## config.mk

```make
export PLATFORM = sky130hd
export DESIGN_NAME = incl_dir_ctrl
export DESIGN_NICKNAME = d
export VERILOG_FILES = /design/src/rtl/sf_pkg.sv /design/src/rtl/sf_pick_lowest.sv /design/src/rtl/sf_victim_rr.sv /design/src/rtl/sf_dir_store.sv /design/src/rtl/incl_dir_ctrl.sv
export SDC_FILE = /design/constraint.sdc
export NUM_CORES = 1
export LEC_CHECK = 0
export BUFFER_PORTS_ARGS = -buffer_cell sky130_fd_sc_hd__buf_2
export CAP_MARGIN = 20
export CORE_ASPECT_RATIO = 1.1
export CORE_MARGIN = 2
export CORE_UTILIZATION = 50
export DETAILED_ROUTE_END_ITERATION = 6
export GPL_TIMING_DRIVEN = 0
export PLACE_DENSITY = 0.72
export REMOVE_ABC_BUFFERS = 1
export SLEW_MARGIN = 20
export SYNTH_ARGS = -nofsm -noshare
export SYNTH_HDL_FRONTEND = slang
export SYNTH_HIERARCHICAL = 1
export SYNTH_SLANG_ARGS = --single-unit
```

## constraint.sdc

```tcl
create_clock -name clk -period 12.25 [get_ports clk]
set_input_delay 1.8375 -clock clk [delete_from_list [all_inputs] [get_ports clk]]
set_output_delay 1.8375 -clock clk [all_outputs]
set_load 0.1 [all_outputs]
```

## src/rtl/sf_pkg.sv

```systemverilog
package sf_pkg;
   typedef enum logic [1:0] {
      OP_RD    = 2'd0,
      OP_RFO   = 2'd1,
      OP_WB    = 2'd2,
      OP_EVICT = 2'd3
   } sf_op_e;

   typedef enum logic [1:0] {
      SRC_LLC   = 2'd0,
      SRC_PROBE = 2'd1,
      SRC_MEM   = 2'd2
   } sf_src_e;

   typedef enum logic [3:0] {
      ST_IDLE, ST_LOOK, ST_PRB, ST_PWAIT,
      ST_MWR, ST_MWRW, ST_MRD, ST_MRDW, ST_FIN
   } sf_state_e;
endpackage

```

## src/rtl/sf_pick_lowest.sv

```systemverilog
module sf_pick_lowest #(
   parameter int N = 4,
   localparam int IW = (N > 1) ? $clog2(N) : 1
) (
   input  logic [N-1:0]  mask,
   output logic [IW-1:0] idx,
   output logic          any
);
   always_comb begin
      idx = '0;
      for (int i = N - 1; i >= 0; i--) begin
         if (mask[i]) idx = IW'(i);
      end
   end
   assign any = |mask;
endmodule

```

## src/rtl/sf_victim_rr.sv

```systemverilog
module sf_victim_rr #(
   parameter int SETS = 4,
   parameter int WAYS = 2,
   localparam int IDX_W = $clog2(SETS),
   localparam int WAY_W = (WAYS > 1) ? $clog2(WAYS) : 1
) (
   input  logic             clk,
   input  logic             rst_n,
   input  logic [IDX_W-1:0] set,
   input  logic [WAYS-1:0]  way_vld,
   output logic [WAY_W-1:0] victim,
   input  logic             adv,
   input  logic [WAY_W-1:0] adv_way
);
   generate
      if (WAYS == 1) begin : g_direct
         assign victim = '0;
      end else begin : g_rr
         logic [WAY_W-1:0] ptr_q [SETS];

         always_comb begin
            logic found;
            found  = 1'b0;
            victim = ptr_q[set];
            for (int w = 0; w < WAYS; w++) begin
               if (!found && !way_vld[w]) begin
                  victim = WAY_W'(w);
                  found  = 1'b1;
               end
            end
         end

         always_ff @(posedge clk or negedge rst_n) begin
            if (!rst_n) begin
               for (int s = 0; s < SETS; s++) ptr_q[s] <= '0;
            end else if (adv) begin
               ptr_q[set] <= (adv_way == WAY_W'(WAYS - 1)) ? '0 : adv_way + 1'b1;
            end
         end
      end
   endgenerate
endmodule

```

## src/rtl/sf_dir_store.sv

```systemverilog
module sf_dir_store #(
   parameter int SETS  = 4,
   parameter int WAYS  = 2,
   parameter int TAG_W = 6,
   parameter int NCORE = 4,
   localparam int IDX_W = $clog2(SETS),
   localparam int WAY_W = (WAYS > 1) ? $clog2(WAYS) : 1
) (
   input  logic                        clk,
   input  logic                        rst_n,
   input  logic [IDX_W-1:0]            rd_set,
   output logic [WAYS-1:0]             rd_vld,
   output logic [WAYS-1:0][TAG_W-1:0]  rd_tag,
   output logic [WAYS-1:0][NCORE-1:0]  rd_pres,
   output logic [WAYS-1:0]             rd_own,
   output logic [WAYS-1:0]             rd_dirty,
   input  logic                        wr_en,
   input  logic [IDX_W-1:0]            wr_set,
   input  logic [WAY_W-1:0]            wr_way,
   input  logic [TAG_W-1:0]            wr_tag,
   input  logic [NCORE-1:0]            wr_pres,
   input  logic                        wr_own,
   input  logic                        wr_dirty
);
   logic [WAYS-1:0]  vld_q   [SETS];
   logic [WAYS-1:0]  own_q   [SETS];
   logic [WAYS-1:0]  dirty_q [SETS];
   logic [TAG_W-1:0] tag_q   [SETS][WAYS];
   logic [NCORE-1:0] pres_q  [SETS][WAYS];

   always_ff @(posedge clk or negedge rst_n) begin
      if (!rst_n) begin
         for (int s = 0; s < SETS; s++) begin
            vld_q[s]   <= '0;
            own_q[s]   <= '0;
            dirty_q[s] <= '0;
            for (int w = 0; w < WAYS; w++) begin
               tag_q[s][w]  <= '0;
               pres_q[s][w] <= '0;
            end
         end
      end else if (wr_en) begin
         vld_q[wr_set][wr_way]   <= 1'b1;
         own_q[wr_set][wr_way]   <= wr_own;
         dirty_q[wr_set][wr_way] <= wr_dirty;
         tag_q[wr_set][wr_way]   <= wr_tag;
         pres_q[wr_set][wr_way]  <= wr_pres;
      end
   end

   for (genvar w = 0; w < WAYS; w++) begin : g_rd
      assign rd_vld[w]   = vld_q[rd_set][w];
      assign rd_own[w]   = own_q[rd_set][w];
      assign rd_dirty[w] = dirty_q[rd_set][w];
      assign rd_tag[w]   = tag_q[rd_set][w];
      assign rd_pres[w]  = pres_q[rd_set][w];

      // an owned line is recorded in exactly one core
      p_owner_single_r4: assert property (@(posedge clk) disable iff (!rst_n)
         (rd_vld[w] && rd_own[w]) |-> ($countones(rd_pres[w]) == 1))
         else $error("owned line with presence count other than one");
   end
endmodule

```

## src/rtl/incl_dir_ctrl.sv

```systemverilog
module incl_dir_ctrl #(
   parameter int NCORE  = 4,
   parameter int ADDR_W = 10,
   parameter int SETS   = 8,
   parameter int WAYS   = 4,
   localparam int CID_W = $clog2(NCORE),
   localparam int IDX_W = $clog2(SETS),
   localparam int TAG_W = ADDR_W - IDX_W,
   localparam int WAY_W = (WAYS > 1) ? $clog2(WAYS) : 1
) (
   input  logic              clk,
   input  logic              rst_n,
   input  logic              req_valid,
   output logic              req_ready,
   input  logic [CID_W-1:0]  req_core,
   input  logic [1:0]        req_op,
   input  logic [ADDR_W-1:0] req_addr,
   output logic              rsp_valid,
   output logic [CID_W-1:0]  rsp_core,
   output logic [ADDR_W-1:0] rsp_addr,
   output logic [1:0]        rsp_src,
   output logic              rsp_excl,
   output logic              prb_valid,
   output logic [CID_W-1:0]  prb_core,
   output logic [ADDR_W-1:0] prb_addr,
   output logic              prb_inval,
   input  logic              prb_ack,
   input  logic              prb_ack_dirty,
   output logic              mem_valid,
   output logic              mem_write,
   output logic [ADDR_W-1:0] mem_addr,
   input  logic              mem_ack
);
   import sf_pkg::*;

   if (NCORE < 2) begin : g_bad_ncore
      $error("NCORE must be at least 2");
   end
   if (SETS < 2 || (SETS & (SETS - 1)) != 0) begin : g_bad_sets
      $error("SETS must be a power of two, at least 2");
   end
   if (WAYS < 1) begin : g_bad_ways
      $error("WAYS must be at least 1");
   end
   if (TAG_W < 1) begin : g_bad_tag
      $error("ADDR_W must exceed the index width");
   end

   sf_state_e          state_q;
   sf_op_e             q_op;
   logic [CID_W-1:0]   q_core, q_pcore;
   logic [ADDR_W-1:0]  q_addr;
   logic [WAY_W-1:0]   q_way;
   logic [TAG_W-1:0]   q_vtag;
   logic               q_hit, q_fill, q_evict, q_probed, q_inval, q_dirty;
   logic [NCORE-1:0]   pmask;

   logic [IDX_W-1:0]   set;
   logic [TAG_W-1:0]   tag;
   logic [NCORE-1:0]   rb;
   assign set = q_addr[IDX_W-1:0];
   assign tag = q_addr[ADDR_W-1:IDX_W];
   assign rb  = NCORE'(1) << q_core;

   logic [WAYS-1:0]             rd_vld, rd_own, rd_dirty;
   logic [WAYS-1:0][TAG_W-1:0]  rd_tag;
   logic [WAYS-1:0][NCORE-1:0]  rd_pres;
   logic                        wr_en, wr_own, wr_dirty;
   logic [NCORE-1:0]            wr_pres;
   logic [WAY_W-1:0]            vict;
   logic [CID_W-1:0]            p_idx;
   logic                        p_any;

   sf_dir_store #(.SETS(SETS), .WAYS(WAYS), .TAG_W(TAG_W), .NCORE(NCORE)) u_store (
      .clk, .rst_n, .rd_set(set), .rd_vld, .rd_tag, .rd_pres, .rd_own, .rd_dirty,
      .wr_en, .wr_set(set), .wr_way(q_way), .wr_tag(tag), .wr_pres, .wr_own, .wr_dirty
   );

   sf_victim_rr #(.SETS(SETS), .WAYS(WAYS)) u_vict (
      .clk, .rst_n, .set, .way_vld(rd_vld), .victim(vict),
      .adv(state_q == ST_FIN && q_fill), .adv_way(q_way)
   );

   sf_pick_lowest #(.N(NCORE)) u_pick (.mask(pmask), .idx(p_idx), .any(p_any));

   // tag compare, one comparator per way
   logic [WAYS-1:0]  hit_vec;
   logic [WAY_W-1:0] hit_way;
   logic             any_hit;
   for (genvar w = 0; w < WAYS; w++) begin : g_cmp
      assign hit_vec[w] = rd_vld[w] && (rd_tag[w] == tag);
   end
   always_comb begin
      hit_way = '0;
      for (int w = 0; w < WAYS; w++) begin
         if (hit_vec[w]) hit_way = WAY_W'(w);
      end
   end
   assign any_hit = |hit_vec;

   logic [NCORE-1:0] look_others;
   assign look_others = rd_pres[hit_way] & ~rb;

   // sequencing
   always_ff @(posedge clk or negedge rst_n) begin
      if (!rst_n) begin
         state_q  <= ST_IDLE;
         q_op     <= OP_RD;
         q_core   <= '0;
         q_pcore  <= '0;
         q_addr   <= '0;
         q_way    <= '0;
         q_vtag   <= '0;
         q_hit    <= 1'b0;
         q_fill   <= 1'b0;
         q_evict  <= 1'b0;
         q_probed <= 1'b0;
         q_inval  <= 1'b0;
         q_dirty  <= 1'b0;
         pmask    <= '0;
      end else begin
         case (state_q)
            ST_IDLE: if (req_valid) begin
               q_op     <= sf_op_e'(req_op);
               q_core   <= req_core;
               q_addr   <= req_addr;
               q_probed <= 1'b0;
               q_hit    <= 1'b0;
               q_fill   <= 1'b0;
               q_evict  <= 1'b0;
               q_dirty  <= 1'b0;
               pmask    <= '0;
               state_q  <= ST_LOOK;
            end
            ST_LOOK: begin
               if (any_hit) begin
                  q_way   <= hit_way;
                  q_hit   <= 1'b1;
                  state_q <= ST_FIN;
                  if (q_op == OP_RD && rd_own[hit_way] && look_others != '0) begin
                     pmask    <= look_others;
                     q_inval  <= 1'b0;
                     q_probed <= 1'b1;
                     state_q  <= ST_PRB;
                  end else if (q_op == OP_RFO && look_others != '0) begin
                     pmask    <= look_others;
                     q_inval  <= 1'b1;
                     q_probed <= 1'b1;
                     state_q  <= ST_PRB;
                  end
               end else if (q_op == OP_RD || q_op == OP_RFO) begin
                  q_fill  <= 1'b1;
                  q_way   <= vict;
                  q_vtag  <= rd_tag[vict];
                  q_evict <= rd_vld[vict];
                  q_dirty <= rd_vld[vict] && rd_dirty[vict];
                  pmask   <= rd_vld[vict] ? rd_pres[vict] : '0;
                  q_inval <= 1'b1;
                  state_q <= ST_PRB;
               end else begin
                  state_q <= ST_FIN;
               end
            end
            ST_PRB: begin
               if (p_any) begin
                  q_pcore <= p_idx;
                  state_q <= ST_PWAIT;
               end else if (q_fill) begin
                  state_q <= (q_evict && q_dirty) ? ST_MWR : ST_MRD;
               end else begin
                  state_q <= ST_FIN;
               end
            end
            ST_PWAIT: if (prb_ack) begin
               pmask[q_pcore] <= 1'b0;
               q_dirty        <= q_dirty | prb_ack_dirty;
               state_q        <= ST_PRB;
            end
            ST_MWR:  state_q <= ST_MWRW;
            ST_MWRW: if (mem_ack) state_q <= ST_MRD;
            ST_MRD:  state_q <= ST_MRDW;
            ST_MRDW: if (mem_ack) state_q <= ST_FIN;
            ST_FIN:  state_q <= ST_IDLE;
            default: state_q <= ST_IDLE;
         endcase
      end
   end

   // directory update and response in the final cycle
   logic [NCORE-1:0] cur_pres, base_pres;
   logic             fin_excl;
   assign cur_pres  = rd_pres[q_way];
   assign base_pres = q_fill ? '0 : cur_pres;

   always_comb begin
      wr_dirty = q_fill ? 1'b0 : (rd_dirty[q_way] | q_dirty);
      case (q_op)
         OP_RD: begin
            wr_pres  = base_pres | rb;
            wr_own   = (wr_pres == rb);
            fin_excl = wr_own;
         end
         OP_RFO: begin
            wr_pres  = rb;
            wr_own   = 1'b1;
            fin_excl = 1'b1;
         end
         default: begin
            wr_pres  = cur_pres & ~rb;
            wr_own   = rd_own[q_way] && (wr_pres != '0);
            wr_dirty = rd_dirty[q_way] | (q_op == OP_WB);
            fin_excl = 1'b0;
         end
      endcase
   end

   assign wr_en     = (state_q == ST_FIN) && (q_fill || q_hit);
   assign req_ready = (state_q == ST_IDLE);
   assign rsp_valid = (state_q == ST_FIN);
   assign rsp_core  = q_core;
   assign rsp_addr  = q_addr;
   assign rsp_excl  = rsp_valid && fin_excl;
   assign rsp_src   = q_fill ? SRC_MEM : (q_probed ? SRC_PROBE : SRC_LLC);

   assign prb_valid = (state_q == ST_PRB) && p_any;
   assign prb_core  = p_idx;
   assign prb_inval = q_inval;
   assign prb_addr  = q_fill ? {q_vtag, set} : q_addr;

   assign mem_valid = (state_q == ST_MWR) || (state_q == ST_MRD);
   assign mem_write = (state_q == ST_MWR);
   assign mem_addr  = mem_write ? {q_vtag, set} : q_addr;

   // probes go only to recorded holders of the entry being worked on
   p_probe_holder_r6: assert property (@(posedge clk) disable iff (!rst_n)
      prb_valid |-> rd_pres[q_way][prb_core])
      else $error("probe sent to a core without a presence bit");

   // memory traffic waits for all back-invalidations
   p_mem_after_probes_r7: assert property (@(posedge clk) disable iff (!rst_n)
      mem_valid |-> (pmask == '0))
      else $error("memory request while probes are pending");

   // one channel active per cycle
   p_one_channel_r9: assert property (@(posedge clk) disable iff (!rst_n)
      $onehot0({prb_valid, mem_valid, rsp_valid}))
      else $error("more than one outgoing channel active");

   // the controller is free again right after a response
   p_idle_after_rsp_r9: assert property (@(posedge clk) disable iff (!rst_n)
      rsp_valid |=> req_ready)
      else $error("not idle after response");

   // an exclusive grant leaves the requester as sole holder
   p_excl_sole_r11: assert property (@(posedge clk) disable iff (!rst_n)
      (rsp_valid && rsp_excl) |=> (rd_pres[q_way] == (NCORE'(1) << q_core)))
      else $error("exclusive grant but other holders recorded");
endmodule

```

=== Yosys cells after proc, flatten, opt, wreduce, memory -nomap -nowiden ===
Index checks and enable logic that the tools add are counted.

* Bits in registers: 503
* Input port bits: 20
* Output and inout port bits: 43
* Word-level logic and storage cells: 335

* Add/subtract/negate cells: 1
* Order comparisons: 10
* Equal/unequal tests: 27
* Shifts and indexed selects: 1
* Multiplexer cells: 123
* Bitwise logic cells: 13
* Reductions and logical operators: 50

{| class="wikitable"
|+ Operators by type and width
! kind !! number
|-
| $bwmux 224 || 1
|-
| $bwmux 128 || 1
|-
| $mux 4 || 29
|-
| $bmux 28 s3 || 1
|-
| $demux 28 s3 || 1
|-
| $mux 28 || 3
|-
| $bwmux 32 || 2
|-
| $bmux 16 s3 || 1
|-
| $demux 16 s3 || 1
|-
| $mux 16 || 3
|-
| $bmux 4 s3 || 3
|-
| $mux 2 || 18
|-
| $or 32x32->32 || 1
|-
| $pmux 4 s8 || 1
|-
| $eq 7x7->1 || 4
|-
| $mux 1 || 28
|-
| $bmux 4 s2 || 3
|-
| $logic_and 1x1->1 || 21
|-
| $mux 10 || 2
|-
| $bwmux 16 || 1
|-
| $eq 4x3->1 const B || 4
|-
| $bmux 7 s2 || 1
|-
| $demux 7 s2 || 1
|-
| $mux 7 || 2
|-
| other kinds (48) || 92
|}

=== Longest topological paths before layout ===
* Depth in word-level cells: 19
* Mapped depth: 16
* Mapped depth without buffers: 11

=== By module ===
The synthesis kept the hierarchy.

{| class="wikitable"
|+ By module, submodules not included
! module !! instances !! cells each !! area each (µm²) !! seq. area each (µm²)
|-
| sf_dir_store || 1 || 1218 || 19999.2 || 11210.8
|-
| incl_dir_ctrl || 1 || 342 || 3490.8 || 975.9
|-
| sf_victim_rr || 1 || 71 || 875.8 || 400.4
|-
| sf_pick_lowest || 1 || 7 || 35.0 || 0.0
|}

=== Least setup slack after synthesis ===
Ideal clock, no wire load.

* Path type: reg2out
* From: register state_q[0]
* To: output port rsp_excl
* Arrival: 5.486 ns
* Data required time: 10.412 ns
* Slack: 4.927 ns
* Stages on the path, launching flop included: 5
* Path buffers: 1
* Cells stage by stage: dfrtp_1 > clkbuf_1 > nor4b_1 > nand2_1 > nor2_1

* Longest elaborated chain between the ends: 2

{| class="wikitable"
|+ Ends and longest elaborated chain
! item !! RTL line !! text
|-
| start, declared || incl_dir_ctrl.sv:49 || <nowiki>sf_state_e state_q;</nowiki>
|-
| start signal, assigned || incl_dir_ctrl.sv:169 || <nowiki>state_q <= (q_evict && q_dirty) ? ST_MWR : ST_MRD;</nowiki>
|-
| $eq 4x4->1 || incl_dir_ctrl.sv:219 || <nowiki>assign rsp_valid = (state_q == ST_FIN);</nowiki>
|-
| net rsp_valid || incl_dir_ctrl.sv:18 || <nowiki>output logic rsp_valid,</nowiki>
|-
| $logic_and 1x1->1 || incl_dir_ctrl.sv:222 || <nowiki>assign rsp_excl = rsp_valid && fin_excl;</nowiki>
|-
| end, declared || incl_dir_ctrl.sv:22 || <nowiki>output logic rsp_excl,</nowiki>
|}

The timed path passes the listed nets, and every way through them passes these cells.

==> impl_results.md <==
- Worst-path maximum fanout: 33
- WHS Path Cells: 1
- Crit Path Category: reg2out
- Sw frac: 39.23%
- Initial Util: 50.80%
- Detail Route Antenna Nets: 0
- Power Density: 205.5 mW/mm^2
- Syn Area/Cell: 14.90 sq um
- Fmax achieved: 147.6 MHz
- Max_cap viols: 0
- Min-delay src: u_store/vld_q[19]$_DFFE_PN0P_
- DRC viols: 0
- Synth Register Bits: 503
- Clock sink count: 503
- Post-synth EDFFs: 0
- Synth top area cells: dfrtp_1 (52%), mux2_2 (24%), mux4_2 (12%), clkbuf_1 (1.2%), buf_2 (0.96%)
- Comb power frac: 34.8%
- Worst-Skew Late Latency: 590 ps
- Via density: 6.092
- IO Count: 63
- Origin of the worst setup path: rsp_addr[0]$_DFFE_PN0P_
- DIE HEIGHT: 235.7 um
- Tot GR Track Use: 23.40%
- Vias: 14.26k
- Dpl ws: 6093 ps
- Worst R2R Start: rsp_addr[0]$_DFFE_PN0P_
- CTS tree: built
- Post-cts sizing count: 0
- Post-Route WL: 57.68 mm
- P_int: 3.446 mW
- Nets: 1675
- Arrival time worst endpoint: 4940 ps
- Max Buffers Root-to-Sink: 3
- Clk network pwr share: 28.3%
- R2R depth: 13
- First-pass GRT wire length: 91.25 mm
- Setup ws final: 5477 ps
- Post-Syn Instances: 1638
- Inst Count DP: 2245
- Commonest non-fill, non-tap cells in the layout: mux2_2 (524), dfrtp_1 (493), mux4_2 (131)
- Net Sw Power: 2.224 mW
- Worst-Margin Slew: 953.2 ps
- Min-delay worst type: reg2reg
- Async SR Flop Fraction: 100.0%
- Req. time, crit path: 10410 ps
- Area Growth Syn to Fin: 13.10%
- Initial antenna violation count: 0
- Syn. warnings: 6
- Crit end category: output port
- Die Area: 0.05059 sq mm
- Status: complete, no violations
- Fin crit share: 55.29%
- DR WL/cell: 24.65 um
- Final Hold Fails: 0
- Clock skew: 18.69 ps
- Library cells used by synthesis: 73
- Synth area leader: dfrtp_1
- Final worst path period need: 6773 ps
- Number of H-tree levels: 2
- Final setup viols: 0
- P_leak: 13.00 nW
- Non-Filler Instances: 2340
- Netlist Area Pre-Place: 0.02440 sq mm
- Relative slew slack: 36.45%
- Setup Fix Bufs, Post-CTS: 0
- Unrepaired setup endpoints after global routing: false
- Sequential fraction of the synthesis area: 51.58%
- Die X: 214.6 um
- Pins over their slew limit: 0
- DRT Pass-1 Iters: 5
- Peak supply drop: 0.2093 mV
- Dpl hpwl: 38.09 mm
- Largest net degree at the start of global routing: 89
- Vias in the first global route: 15.16k
- Flop pwr share: 36.9%
- DR iter-0 viols: 1169
- Main flop type after synthesis: dfrtp_1
- Cts hold-fix bufs: 0
- Clock Pin Slew Worst Setup and Hold Paths: 60 ps
- Share of layout cells above drive strength 1: 55.02%
- Setup TNS: 0 ps
- Core area: 0.04803 sq mm
- Port bufs: 62
- GPL Wtd Cong: 0.9120
- Rows: 84
- GRT Residual Overflow: 0
- Commonest non-fill, non-tap cell in the layout: mux2_2
- Root buf cell: clkbuf_16
- Yosys top cell area share: 51.58%
- CTS Buf Count: 52
- CP Launch Type: flop
-- synth_stat cells, drive strengths merged, types with 2 or more instances --
library cell  count
and4bb            3
nor2             39
or2              22
nand2            32
o311a             2
and2              5
o221ai            4
nand2b           26
a41oi             2
a31oi             2
nand3            12
nor3             13
o211ai            3
mux2            530
or3               6
nand4b            5
nor4              4
nor3b             2
inv              17
a22oi             2
dfrtp           503
a311oi            4
buf              69
o21a              3
o31ai             3
o21ai            21
xor2              7
a211oi            3
mux2i             7
or4               2
nor4b             3
a32oi             2
clkbuf           75
o22ai             3
mux4            131
nor2b             8
and3              2
xnor2            22
a21oi            16
nand4            10
-- final cells by class --
type	count	area, sq um
multi-input combinational	974	11190
fill	3696	20430
antenna	1	2.502
clock buffer	81	1602
clock inverter	13	151.4
tap	645	807.0
inverter	17	63.81
timing repair buffer	106	1174
sequential	503	12610
-- metal layers --
layer,track usage (%),part of all wire [%],vias up
li1,-,-,6090
met1,32.70,44,7673
met2,37.62,48,408
met3,3.682,5.5,85
met4,7.912,2.7,0
met5,0,0,-
-- power groups by stage --
stage / Combinational [mW] / Sequential, mW / Clock (mW)
floorplan: 1.06 / 2.40 / 0
global placement: 1.55 / 2.40 / 0
detailed placement: 1.98 / 2.12 / 0
CTS: 1.99 / 2.09 / 1.64
global route: 2.08 / 2.12 / 1.71
finish: 1.98 / 2.09 / 1.61
-- path summary, 6_finish.rpt --
| path | endpoint | slack [ps] |
|---|---|---|
| hold / removal | u_store/vld_q[19]$_DFFE_PN0P_ | 470 |
| min in group asynchronous | u_store/tag_q[14]$_DFFE_PN0P_ | 1170 |
| max in group asynchronous | rsp_addr[0]$_DFFE_PN0P_ | 8420 |
| hold reg to reg | u_store/vld_q[19]$_DFFE_PN0P_ | 470 |
| setup / recovery | rsp_excl | 5480 |
| setup reg to reg | pmask[0]$_DFFE_PN0P_ | 7300 |
-- logic make-up (layout without fill, tap and decap cells) --
group | after synthesis | after routing | share of synthesized area (%)
other cells | 0 | 1 | 0
simple gates | 195 | 195 | 4.625
xor+xnor | 29 | 29 | 1.210
buf+inv | 161 | 217 | 3.148
compound gates | 81 | 81 | 2.451
mux | 668 | 668 | 36.93
flops | 503 | 503 | 51.58
fa+ha+maj | 1 | 1 | 0.05127
-- registers in the layout (all words and copies together), names as in the netlist --
| register | cells |
|---|---|
| q_pcore | 2 |
| rsp_core | 2 |
| q_way | 2 |
| u_store/dirty_q | 32 |
| q_fill | 1 |
| rsp_addr | 10 |
| q_vtag | 7 |
| u_store/own_q | 32 |
| prb_inval | 1 |
| u_vict/g_rr.ptr_q | 16 |
| q_dirty | 1 |
| state_q | 4 |
| u_store/vld_q | 32 |
| q_evict | 1 |
| q_hit | 1 |
| u_store/pres_q | 128 |
| u_store/tag_q | 224 |
| pmask | 4 |
| q_probed | 1 |
| q_op | 2 |
-- per-stage QoR --
stage | area (sq um) | hold slack, ps | total power [mW] | utilization, %
finish | 27600 | 466.1 | 5.671 | 57.46
global placement | 24810 | 444.3 | 3.951 | 51.66
global route | 27590 | 482.4 | 5.911 | 57.45
floorplan | 23700 | 428.7 | 3.460 | -
detailed placement | 25840 | 447.1 | 4.098 | 53.80
CTS | 27590 | 467.4 | 5.717 | 57.45
-- worst max-delay path: stages, from the launching register on --
cell	delay [ps]
dfrtp_4	740
buf_16	320
buf_12	260
mux4_2	530
mux2_2	340
mux4_2	530
mux2i_1	150
a32oi_1	120
o21ai_0	410
nor3_1	190
nor2_1	230
buf_2	460
Power figures use the tool's default switching activity.
